--- config.mk ---
export PLATFORM = sky130hd
export DESIGN_NAME = adc_regif
export DESIGN_NICKNAME = d
export VERILOG_FILES = /design/src/rtl/adc_regif_pkg.sv /design/src/rtl/adc_cfg_regs.sv /design/src/rtl/adc_conv_ctrl.sv /design/src/rtl/adc_result_lock.sv /design/src/rtl/adc_regif.sv
export SDC_FILE = /design/constraint.sdc
export NUM_CORES = 1
export LEC_CHECK = 0
export BUFFER_PORTS_ARGS = -buffer_cell sky130_fd_sc_hd__buf_2
export CAP_MARGIN = 20
export CELL_PAD_IN_SITES_DETAIL_PLACEMENT = 1
export CELL_PAD_IN_SITES_GLOBAL_PLACEMENT = 2
export CORE_MARGIN = 2
export CORE_UTILIZATION = 29
export CTS_CLUSTER_SIZE = 16
export DETAILED_ROUTE_END_ITERATION = 10
export GPL_TIMING_DRIVEN = 0
export HOLD_SLACK_MARGIN = 0.03
export PLACE_DENSITY = 0.75
export SYNTH_ARGS = -nofsm -noshare
export SYNTH_HDL_FRONTEND = slang
export SYNTH_SLANG_ARGS = --single-unit
--- constraint.sdc ---
create_clock -name clk -period 1.39 [get_ports clk]
set_input_delay 0.0695 -clock clk [delete_from_list [all_inputs] [get_ports clk]]
set_output_delay 0.0695 -clock clk [all_outputs]
set_load 0.02 [all_outputs]
--- src/rtl/adc_regif_pkg.sv ---
package adc_regif_pkg;

  localparam int BUS_W  = 8;
  localparam int ADDR_W = 2;
  localparam int WORD_W = 16;

  localparam logic [ADDR_W-1:0] ADR_SETUP = 2'd0;
  localparam logic [ADDR_W-1:0] ADR_CTRL  = 2'd1;
  localparam logic [ADDR_W-1:0] ADR_RLO   = 2'd2;
  localparam logic [ADDR_W-1:0] ADR_RHI   = 2'd3;

  localparam int CB_EN   = 7;
  localparam int CB_GO   = 6;
  localparam int CB_AUTO = 5;
  localparam int CB_FLAG = 4;
  localparam int CB_IE   = 3;

  localparam logic [BUS_W-1:0] SETUP_MASK = 8'hEF;
  localparam logic [BUS_W-1:0] CTRL_KEEP  = 8'hAF;

  localparam int SB_LEFT = 5;

  // Align a raw result of `width` bits inside a 16-bit word.
  function automatic logic [WORD_W-1:0] align_word(input logic [WORD_W-1:0] raw,
                                                   input int unsigned width,
                                                   input logic left);
    logic [WORD_W-1:0] w;
    w = raw;
    if (left) w = raw << (WORD_W - width);
    return w;
  endfunction

endpackage

--- src/rtl/adc_cfg_regs.sv ---
module adc_cfg_regs
  import adc_regif_pkg::*;
(
  input  logic             clk,
  input  logic             rst_n,
  input  logic             wr_setup,
  input  logic             wr_ctrl,
  input  logic [BUS_W-1:0] wdata,
  output logic [BUS_W-1:0] setup_q,
  output logic [BUS_W-1:0] ctrl_q
);

  always_ff @(posedge clk) begin
    if (!rst_n) begin
      setup_q <= '0;
      ctrl_q  <= '0;
    end else begin
      if (wr_setup) setup_q <= wdata & SETUP_MASK;
      if (wr_ctrl)  ctrl_q  <= wdata & CTRL_KEEP;
    end
  end

endmodule

--- src/rtl/adc_conv_ctrl.sv ---
module adc_conv_ctrl (
  input  logic clk,
  input  logic rst_n,
  input  logic wr_ctrl,
  input  logic wr_en_bit,
  input  logic wr_go_bit,
  input  logic wr_flag_bit,
  input  logic en,
  input  logic auto_trig,
  input  logic trig_evt,
  input  logic cnv_done,
  output logic busy,
  output logic flag,
  output logic cnv_start,
  output logic start_req,
  output logic done_ev
);

  logic trig_q;
  logic trig_edge;
  logic sw_req;
  logic hw_req;

  assign trig_edge = trig_evt & ~trig_q;
  assign sw_req    = wr_ctrl & wr_en_bit & wr_go_bit;
  assign hw_req    = en & auto_trig & trig_edge;
  assign start_req = (sw_req | hw_req) & ~busy;
  assign done_ev   = busy & cnv_done;

  always_ff @(posedge clk) begin
    if (!rst_n) begin
      trig_q    <= 1'b0;
      busy      <= 1'b0;
      flag      <= 1'b0;
      cnv_start <= 1'b0;
    end else begin
      trig_q    <= trig_evt;
      cnv_start <= start_req;
      if (start_req)    busy <= 1'b1;
      else if (done_ev) busy <= 1'b0;
      if (done_ev)                        flag <= 1'b1;
      else if (wr_ctrl && wr_flag_bit)    flag <= 1'b0;
    end
  end

endmodule

--- src/rtl/adc_result_lock.sv ---
module adc_result_lock
  import adc_regif_pkg::*;
#(
  parameter int RES_W = 10
) (
  input  logic             clk,
  input  logic             rst_n,
  input  logic             done_ev,
  input  logic [RES_W-1:0] cnv_data,
  input  logic             rd_lo,
  input  logic             rd_hi,
  input  logic             left,
  output logic [RES_W-1:0] res_raw,
  output logic             locked,
  output logic             capture,
  output logic [BUS_W-1:0] lo_byte,
  output logic [BUS_W-1:0] hi_byte
);

  localparam int PAD_W = WORD_W - RES_W;

  logic [WORD_W-1:0] word;

  assign capture = done_ev & ~locked & ~rd_lo;
  assign word    = align_word({{PAD_W{1'b0}}, res_raw}, RES_W, left);
  assign lo_byte = word[BUS_W-1:0];
  assign hi_byte = word[WORD_W-1:BUS_W];

  always_ff @(posedge clk) begin
    if (!rst_n) begin
      res_raw <= '0;
      locked  <= 1'b0;
    end else begin
      if (capture) res_raw <= cnv_data;
      if (rd_hi)      locked <= 1'b0;
      else if (rd_lo) locked <= 1'b1;
    end
  end

endmodule

--- src/rtl/adc_regif.sv ---
module adc_regif
  import adc_regif_pkg::*;
#(
  parameter int RES_W = 10
) (
  input  logic              clk,
  input  logic              rst_n,
  input  logic              bus_sel,
  input  logic              bus_wr,
  input  logic              bus_rd,
  input  logic [1:0]        bus_addr,
  input  logic [7:0]        bus_wdata,
  output logic [7:0]        bus_rdata,
  input  logic              trig_evt,
  output logic              cnv_start,
  input  logic              cnv_done,
  input  logic [RES_W-1:0]  cnv_data,
  output logic [3:0]        cnv_chan,
  output logic [1:0]        cnv_ref,
  output logic [2:0]        clk_div_sel,
  output logic              irq
);

  logic             wr_setup, wr_ctrl, rd_lo, rd_hi;
  logic [BUS_W-1:0] setup_q, ctrl_q;
  logic             busy, flag, start_req, done_ev;
  logic             res_locked, capture;
  logic [RES_W-1:0] res_raw;
  logic [BUS_W-1:0] lo_byte, hi_byte;
  logic             ctrl_en;

  assign wr_setup = bus_sel & bus_wr & (bus_addr == ADR_SETUP);
  assign wr_ctrl  = bus_sel & bus_wr & (bus_addr == ADR_CTRL);
  assign rd_lo    = bus_sel & bus_rd & (bus_addr == ADR_RLO);
  assign rd_hi    = bus_sel & bus_rd & (bus_addr == ADR_RHI);

  adc_cfg_regs u_cfg (
    .clk      (clk),
    .rst_n    (rst_n),
    .wr_setup (wr_setup),
    .wr_ctrl  (wr_ctrl),
    .wdata    (bus_wdata),
    .setup_q  (setup_q),
    .ctrl_q   (ctrl_q)
  );

  assign ctrl_en = ctrl_q[CB_EN];

  adc_conv_ctrl u_conv (
    .clk         (clk),
    .rst_n       (rst_n),
    .wr_ctrl     (wr_ctrl),
    .wr_en_bit   (bus_wdata[CB_EN]),
    .wr_go_bit   (bus_wdata[CB_GO]),
    .wr_flag_bit (bus_wdata[CB_FLAG]),
    .en          (ctrl_en),
    .auto_trig   (ctrl_q[CB_AUTO]),
    .trig_evt    (trig_evt),
    .cnv_done    (cnv_done),
    .busy        (busy),
    .flag        (flag),
    .cnv_start   (cnv_start),
    .start_req   (start_req),
    .done_ev     (done_ev)
  );

  adc_result_lock #(.RES_W(RES_W)) u_res (
    .clk      (clk),
    .rst_n    (rst_n),
    .done_ev  (done_ev),
    .cnv_data (cnv_data),
    .rd_lo    (rd_lo),
    .rd_hi    (rd_hi),
    .left     (setup_q[SB_LEFT]),
    .res_raw  (res_raw),
    .locked   (res_locked),
    .capture  (capture),
    .lo_byte  (lo_byte),
    .hi_byte  (hi_byte)
  );

  assign cnv_chan    = setup_q[3:0];
  assign cnv_ref     = setup_q[7:6];
  assign clk_div_sel = ctrl_q[2:0];
  assign irq         = ctrl_q[CB_IE] & flag;

  always_comb begin
    unique case (bus_addr)
      ADR_SETUP: bus_rdata = setup_q;
      ADR_CTRL:  bus_rdata = ctrl_q | (BUS_W'(busy) << CB_GO) | (BUS_W'(flag) << CB_FLAG);
      ADR_RLO:   bus_rdata = lo_byte;
      default:   bus_rdata = hi_byte;
    endcase
  end

endmodule

## After elaboration in Yosys (flattened, before gate mapping)

Index checks and enable logic that the tools add are counted.

- Input port bits: 27
- Register bits: 28
- Word-level logic and storage cells: 46

- Reductions and logical operators: 5
- Bitwise gates (word level): 24
- Multiplexer cells: 6
- Equality and inequality tests: 3

Operator list:

| cell | number |
|---|---|
| 8-bit one-hot mux with 3 select lines | 1 |
| 1-bit bitwise AND | 16 |
| 16-bit 2-to-1 mux | 1 |
| 8-bit by 5-bit bitwise OR with 8-bit output | 1 |
| 8-bit by 7-bit bitwise OR with 8-bit output | 1 |
| 1-bit NOT | 5 |
| 2-bit equality test, second input constant | 2 |
| 1-bit 2-to-1 mux | 4 |
| 2-bit nonzero test | 2 |
| 2-bit by 1-bit equality test with 1-bit output, second input constant | 1 |
| 2-bit logical NOT | 1 |
| 2-bit OR reduction | 1 |
| 1-bit logical AND | 1 |
| 1-bit bitwise OR | 1 |

## Logic depth before layout (Yosys ltp)

Gate-level depths: netlist of the first run.

- Depth in word-level cells: 7
- Mapped depth: 5

## Hierarchy

Synthesis of the first run repeated with hierarchy kept, for this count alone.

- Cell total of the unflattened synthesis: 146
- Area, all modules: 1,524.0 um^2

Modules (own cells, without submodules):

| module | area an instance (um^2) | times used | cells an instance | seq. area each (um^2) |
|---|---|---|---|---|
| adc_result_lock | 576.8 | 1 | 65 | 220.2 |
| adc_cfg_regs | 525.5 | 1 | 46 | 260.2 |
| adc_regif | 249.0 | 1 | 20 | 0.0 |
| adc_conv_ctrl | 172.7 | 1 | 15 | 80.1 |

## Worst setup path before layout of the first run

OpenSTA, ideal clock, no wires.

- Path type: register to output
- Start point: register u_cfg.setup_q[5]
- End point: output port bus_rdata[0]
- Required time: 1.321 ns
- Cell stages (with the launch flop): 3
- Path slack: 0.068 ns
- Data arrival time: 1.253 ns
- Cells stage by stage: dfxtp_1 -> mux2_1 -> mux4_2

- Longest elaborated chain between the ends: 2

RTL lines:

| item | RTL line | text |
|---|---|---|
| start, declared | adc_cfg_regs.sv:9 | `output logic [BUS_W-1:0] setup_q,` |
| start signal, assigned | adc_cfg_regs.sv:18 | `if (wr_setup) setup_q <= wdata & SETUP_MASK;` |
| 16-bit 2-to-1 mux | adc_regif_pkg.sv:29 | `if (left) w = raw << (WORD_W - width);` |
| 8-bit one-hot mux with 3 select lines | adc_regif.sv:88 | `unique case (bus_addr)` |
| end, declared | adc_regif.sv:13 | `output logic [7:0] bus_rdata,` |

No other way between the ends.

## Worst setup path after layout of the first run

- Start point: register u_cfg.setup_q[5]
- End point: output port bus_rdata[3]

The elaborated chain is that of the path after synthesis.

==> run summary, run 1 <==
* kind of end point of the critical path: output pin
* worst IR drop on VDD: 432 uV
* top cell type's share of synthesized area: 39.5%
* largest net degree at the start of global routing: 17
* Bufs and invs on worst path: 2
* Top Ports: 46
* count of H-tree levels built during CTS: 1
* total die area: 5470 sq um
* max-cap viol count: 0
* cell count after synthesis: 145
* starting utilization of the core area: 30.0%
* slew at the pin closest to its max-slew limit: 0.478 ns
* setup ws final: -0.303 ns
* wire length of the first global-routing pass: 6230 um
* worst min-delay path category: in -> reg
* launching element type of the critical path: register
* static leakage power: 0.805 nW
* worst-case clock buffer depth: 2
* setup repair after global routing missed its margin: true
* number of synthesized flops with an enable pin: 0
* post-layout min period: 1.69 ns
* count of endpoints failing hold in the final timing report: 0
* top cell type by total area after synthesis: sky130_fd_sc_hd__dfxtp_1
* Die Ht: 73.9 um
* width of the chip: 73.9 um
* buffers added on ports: 44
* Synthesis Warnings: 0
* Vias: 1202
* root buf cell: sky130_fd_sc_hd__clkbuf_8
* number of nets produced by synthesis: 172
* Avg WL per Cell: 14.5 um
* number of search-and-repair iterations in the first detailed-routing pass: 4
* max-slew violation count: 0
* Setup violations, final: 8
* stage delay of the slowest cell on the critical path: 0.48 ns
* via count normalized by instance count: 4.57
* aggregate routed wire length: 3830 um
* number of buffers added by the clock tree synthesis step: 3
* power density normalized to cell area: 882 nW/um^2
* Top FF cell, synth: sky130_fd_sc_hd__dfxtp_1
* Detail Placement HPWL: 3030 um
* complex-gate fraction of the synthesized area: 6.44%
* critical path fanouts, max: 10
* highest attainable clock frequency: 591 MHz
* adder-cell share of the synthesized area: 0%
* Overflow after GRT: 0
* nets: 224
* relative max-transition margin: 68.1%
* worst endpoint required time: 1.32 ns
* cells taking the most area after synthesis: sky130_fd_sc_hd__dfxtp_1 40%, sky130_fd_sc_hd__mux2i_1 16%, sky130_fd_sc_hd__mux4_2 7.9%
* final weighted congestion of routability-driven global placement: 0.732
* TritonCTS clock tree: built
* sequential cell area fraction in the yosys report: 39.5%
* Seq cells post-synth: 28
* Placement Rows: 25
* critical setup path kind: reg -> out
* fraction of the cycle the final worst path needs: 122%
* clock slew seen by the registers of the worst setup and hold paths: 0.10 ns
* failing checks: setup timing
* Async SR Flop Fraction: 0%
* detailed-route DRC error count: 0
* ratio of cells with drive above 1 in the final layout: 36.2%
* run status: complete, but fails checks
* cell count after placement: 256
* mapped cell area: 1420 sq um
* Setup Skew: 0.00120 ns
* Finished Layout Cells: 263
* kind of cell adding the most delay to the critical path: multiplexers
* Area Overhead vs Synth: 32.2%
* Routed Antenna Nets: 0
* antenna fix cells: 0
* number of clock sinks: 28
* slowest stage cell, crit path: sky130_fd_sc_hd__mux4_2
* arrival time at the worst endpoint: 1.62 ns
* multiplexer share of the synthesized area: 27.3%
* largest family of logic cells by synthesized area: multiplexers
* syn avg cell area: 9.79 sq um
* Post CTS Setup Buffer Count: 0
* antenna violations before repair: 0
* fillcell total: 565
* Skew-Pair Late Insertion Delay: 0.28 ns
* synthesized-area fraction occupied by and/or/nand/nor cells: 20.4%
* number of DRC markers in iteration 0: 34
* post-synthesis share of cell area spent on xor and xnor gates: 0%
* Min Hold Slack: 0.0293 ns
* number of global-route vias before repair: 1273
* cell chain of the critical path: buf_4, and2_1, mux4_2, buf_6
* total global-route track usage: 14.9%
* core area: 4720 sq um
* number of distinct library cells after synthesis: 32
## flip-flops by register name, summed over array words and instances, names as in the netlist
name	cells
u_conv.trig_q	1
u_cfg.ctrl_q	6
u_conv.cnv_start	1
u_conv.flag	1
u_res.res_raw	10
u_res.locked	1
u_cfg.setup_q	7
u_conv.busy	1
## worst min-delay path: stages
cell and delay (ns):
sky130_fd_sc_hd__buf_2 0.10, sky130_fd_sc_hd__nand2_1 0.05, sky130_fd_sc_hd__mux2i_1 0.05
## placed cells by master (no fill, tap or decap), types with 2 or more instances in the layout
master                          Yosys  layout
sky130_fd_sc_hd__and4b_1            2       2
sky130_fd_sc_hd__inv_1              2       2
sky130_fd_sc_hd__mux2i_1           23      23
sky130_fd_sc_hd__a22oi_1            2       2
sky130_fd_sc_hd__nor2_1            15      14
sky130_fd_sc_hd__nor2b_1            6       6
sky130_fd_sc_hd__a21oi_1            3       3
sky130_fd_sc_hd__nand2_1           21      21
sky130_fd_sc_hd__and2_1             5       5
sky130_fd_sc_hd__and3_1             2       2
sky130_fd_sc_hd__mux4_2             5       5
sky130_fd_sc_hd__mux2_4             0       3
sky130_fd_sc_hd__buf_4              6       7
sky130_fd_sc_hd__clkbuf_1           3       3
sky130_fd_sc_hd__clkbuf_8           0       3
sky130_fd_sc_hd__buf_2              3      41
sky130_fd_sc_hd__buf_6              1       6
sky130_fd_sc_hd__dfxtp_1           28      27
sky130_fd_sc_hd__dlygate4sd3_1      0       3
## cell families after synthesis
kind of cell / count (synthesis)
multiplexers: 32
buffers and inverters: 15
flip-flops: 28
AND/OR/NAND/NOR: 57
AO/OA/AOI/OAI: 13
## power breakdown
part	internal, mW	switching, mW	leakage [nW]	total [mW]
clock network	0.386	0.270	0.0357	0.655
logic	0.0842	0.0936	0.542	0.178
registers	0.812	0.00956	0.227	0.822
## per-layer routing
metal	global-route usage, %	vias up	wire length (um)
met1	19.8	566	1840
met4	4.65	0	44
met3	2.57	6	148
li1	-	600	-
met2	24.6	30	1790
met5	0	-	0
## Yosys cell counts (3+ instances only)
| library cell | n |
|---|---|
| sky130_fd_sc_hd__dfxtp_1 | 28 |
| sky130_fd_sc_hd__mux2i_1 | 23 |
| sky130_fd_sc_hd__nand2_1 | 21 |
| sky130_fd_sc_hd__nor2_1 | 15 |
| sky130_fd_sc_hd__buf_4 | 6 |
| sky130_fd_sc_hd__nor2b_1 | 6 |
| sky130_fd_sc_hd__and2_1 | 5 |
| sky130_fd_sc_hd__mux4_2 | 5 |
| sky130_fd_sc_hd__a21oi_1 | 3 |
| sky130_fd_sc_hd__buf_2 | 3 |
| sky130_fd_sc_hd__clkbuf_1 | 3 |
| sky130_fd_sc_hd__mux2_1 | 3 |
## final cells by class
type                       count  area [sq um]  area share [%]
buffer                        13          82.6            4.40
clock buffer                   3          41.3            2.20
clock inverter                 1          30.0            1.60
inverter                       2          7.51           0.400
multi-input combinational    102           782            41.7
sequential                    28           564            30.1
tap                           67          83.8            4.47
timing repair buffer          47           284            15.1
## what timing repair did
item,4_1_cts,5_1_grt
endpoints found under the hold margin,3,0
gates resized for setup,16,1
pin swaps,0,1
hold buffers,3,0
setup endpoints to repair,8,8
## final timing paths
| path | endpoint | startpoint | depth (start not counted) | slack [ns] |
|---|---|---|---|---|
| setup / recovery | bus_rdata[3] | u_cfg.setup_q[5] | 4 | -0.30 |
| setup reg to reg | u_res.res_raw[8] | u_conv.busy | 4 | 0.16 |
| hold / removal | u_res.res_raw[1] | cnv_data[1] | 3 | 0.03 |
| hold reg to reg | u_res.res_raw[0] | u_res.res_raw[0] | 2 | 0.48 |
## through the flow
stage | TNS [ns] | total power, mW | worst slack, ns | instance area (sq um) | util (%)
after CTS | -2.06 | 1.67 | -0.316 | 1870 | 39.7
after global placement | -0.302 | 1.00 | -0.102 | 1720 | 36.5
after detailed placement | -0.354 | 1.01 | -0.120 | 1720 | 36.5
final | -1.98 | 1.66 | -0.303 | 1880 | 39.7
after global routing | -2.42 | 1.72 | -0.353 | 1880 | 39.7
after floorplan | 0 | 0.934 | 0.0676 | 1420 | -
Note: power is estimated with default switching activity, not from simulation.
==> inputs of run 2 (changes only) <==
Settings changed: CAP_MARGIN 20 to not set, CORE_UTILIZATION 29 to 31, CTS_BUF_LIST set to sky130_fd_sc_hd__clkbuf_8, PLACE_DENSITY 0.75 to 0.79.
==> run 2 against run 1 <==
Net effect:
- the run still ends with setup timing left
- sequential cell count unchanged
- register-to-register slack improved by 0.02 ns
- combinational power increased by 4%
- critical path type unchanged
==> run summary, run 2 (synthesis gave the netlist of run 1 again) <==
* Detail Placement HPWL: 2950 um
* starting utilization of the core area: 32.4%
* power consumption: 1.65 mW
* Post-Layout Inst Area: 1900 sq um
* final weighted congestion of routability-driven global placement: 0.753
* routed length on met1: 1790 um
* static leakage power: 0.819 nW
* failing checks: setup timing
* critical path fanouts, max: 5
* wire length on met3: 164 um
* Met2 Wirelength: 1780 um
* root buf cell: sky130_fd_sc_hd__clkbuf_8
* worst min-delay path category: in -> reg
* worst endpoint required time: 1.32 ns
* TritonCTS clock tree: built
* aggregate routed wire length: 3780 um
* Routed Antenna Nets: 0
* most flop-heavy register: u_res.res_raw
* count of endpoints failing hold in the final timing report: 0
* wire length of the first global-routing pass: 6380 um
* width of the chip: 71.7 um
* setup ws final: -0.276 ns
* core area: 4380 sq um
* total die area: 5130 sq um
* worst IR drop on VDD: 368 uV
* ratio of cells with drive above 1 in the final layout: 38.4%
* max-slew violation count: 0
* cell count after placement: 241
* launching element type of the critical path: register
* number of search-and-repair iterations in the first detailed-routing pass: 4
* number of global-route vias before repair: 1309
* max-cap viol count: 0
* most frequent cells in the layout: 41 x sky130_fd_sc_hd__buf_2, 26 x sky130_fd_sc_hd__dfxtp_1, 23 x sky130_fd_sc_hd__mux2i_1
* relative max-transition margin: 67.4%
* power density normalized to cell area: 870 nW/um^2
* post-layout min period: 1.67 ns
* worst-case clock buffer depth: 2
* slew at the pin closest to its max-slew limit: 0.489 ns
* total global-route track usage: 15.8%
* Setup Skew: 0.00696 ns
* detailed-route DRC error count: 0
* clock slew seen by the registers of the worst setup and hold paths: 0.09 ns
* post-placement cell area: 1700 sq um
* Skew-Pair Late Insertion Delay: 0.27 ns
* Finished Layout Cells: 250
* Area Overhead vs Synth: 33.6%
* arrival time at the worst endpoint: 1.60 ns
* run status: complete, but fails checks
* uppermost layer routed: met4
* nets: 226
* number of DRC markers in iteration 0: 28
* Overflow after GRT: 0
* Setup violations, final: 8
* largest net degree at the start of global routing: 17
* Largest regs: u_res.res_raw (10), u_cfg.setup_q (7), u_cfg.ctrl_q (6)
* via count normalized by instance count: 4.95
* antenna violations before repair: 0
* Avg WL per Cell: 15.1 um
* internal reg-to-reg setup slack: 0.18 ns
* most frequent standard cell in the layout excluding fill and tap cells: sky130_fd_sc_hd__buf_2
* number of clock sinks: 28
* number of buffers added by the clock tree synthesis step: 3
* Top Ports: 46
* fraction of the cycle the final worst path needs: 120%
* buffers added on ports: 44
* Vias: 1238
* highest attainable clock frequency: 600 MHz
* Die Ht: 71.7 um
* critical setup path kind: reg -> out
* kind of end point of the critical path: output pin
* Setup TNS Final: -1.56 ns
* number of flip-flops in the largest register: 10
* Placement Rows: 24
* antenna fix cells: 0
* count of H-tree levels built during CTS: 1
* setup repair after global routing missed its margin: true
==> run 2: cell types whose count changed in the layout (fill, tap and decap cells not counted) <==
cell,delta
sky130_fd_sc_hd__a22oi_1,-1
sky130_fd_sc_hd__nor2_2,-1
sky130_fd_sc_hd__buf_6,+1
sky130_fd_sc_hd__a22oi_2,+1
sky130_fd_sc_hd__dfxtp_2,+1
sky130_fd_sc_hd__and2_4,+1
sky130_fd_sc_hd__a21oi_1,-1
sky130_fd_sc_hd__and2_1,-1
sky130_fd_sc_hd__dfxtp_1,-1
sky130_fd_sc_hd__nor2_4,+1
sky130_fd_sc_hd__a21oi_2,+1
sky130_fd_sc_hd__dlygate4sd3_1,+1
==> run 2: worst paths after layout <==
path                                  startpoint                to  depth (start not counted)
worst max register to register       u_conv.busy  u_res.res_raw[7]                          4
worst min register to register  u_res.res_raw[3]  u_res.res_raw[3]                          2
worst max-delay path            u_cfg.setup_q[5]      bus_rdata[0]                          3
worst min-delay path                 cnv_data[4]  u_res.res_raw[4]                          3
==> run 2: power breakdown <==
part | internal [mW] | total [mW] | switching, mW | leakage (nW)
registers | 0.812 | 0.821 | 0.00918 | 0.228
clock network | 0.385 | 0.642 | 0.256 | 0.0357
logic | 0.0882 | 0.185 | 0.0971 | 0.556
==> run 2: area by class of cell <==
cell class / count / area, sq um
sequential: 28 / 566
fill: 526 / 2490
inverter: 2 / 7.51
tap: 52 / 65.1
multi-input combinational: 102 / 798
clock buffer: 3 / 41.3
buffer: 13 / 86.3
timing repair buffer: 49 / 302
clock inverter: 1 / 30.0
==> run 2: what timing repair did <==
action | CTS | global route
resized for setup | 22 | 1
hold buffers | 4 | 0
endpoints found under the setup margin | 8 | 8
pin swaps | 1 | 1
endpoints found under the hold margin | 4 | 0
buffers inserted | 1 | 0
==> run 2: layer usage <==
layer,up-vias,global-route usage (%)
li1,605,-
met1,600,20.9
met2,29,26.1
met3,4,2.81
met4,0,4.82
met5,-,0
==> run 2: stage by stage <==
step	setup WS (ns)	hold slack, ns	utilization (%)
after detailed placement	-0.0928	0.277	38.9
after global routing	-0.326	0.0477	43.2
final	-0.276	0.0368	43.2
after global placement	-0.0869	0.269	38.9
after CTS	-0.288	0.0347	43.2
after floorplan	0.0676	0.179	-
==> run 2: worst max-delay path: stages, from the launching register on <==
cell                      delay [ns]
sky130_fd_sc_hd__dfxtp_4        0.40
sky130_fd_sc_hd__mux2_4         0.30
sky130_fd_sc_hd__mux4_2         0.48
sky130_fd_sc_hd__buf_6          0.15
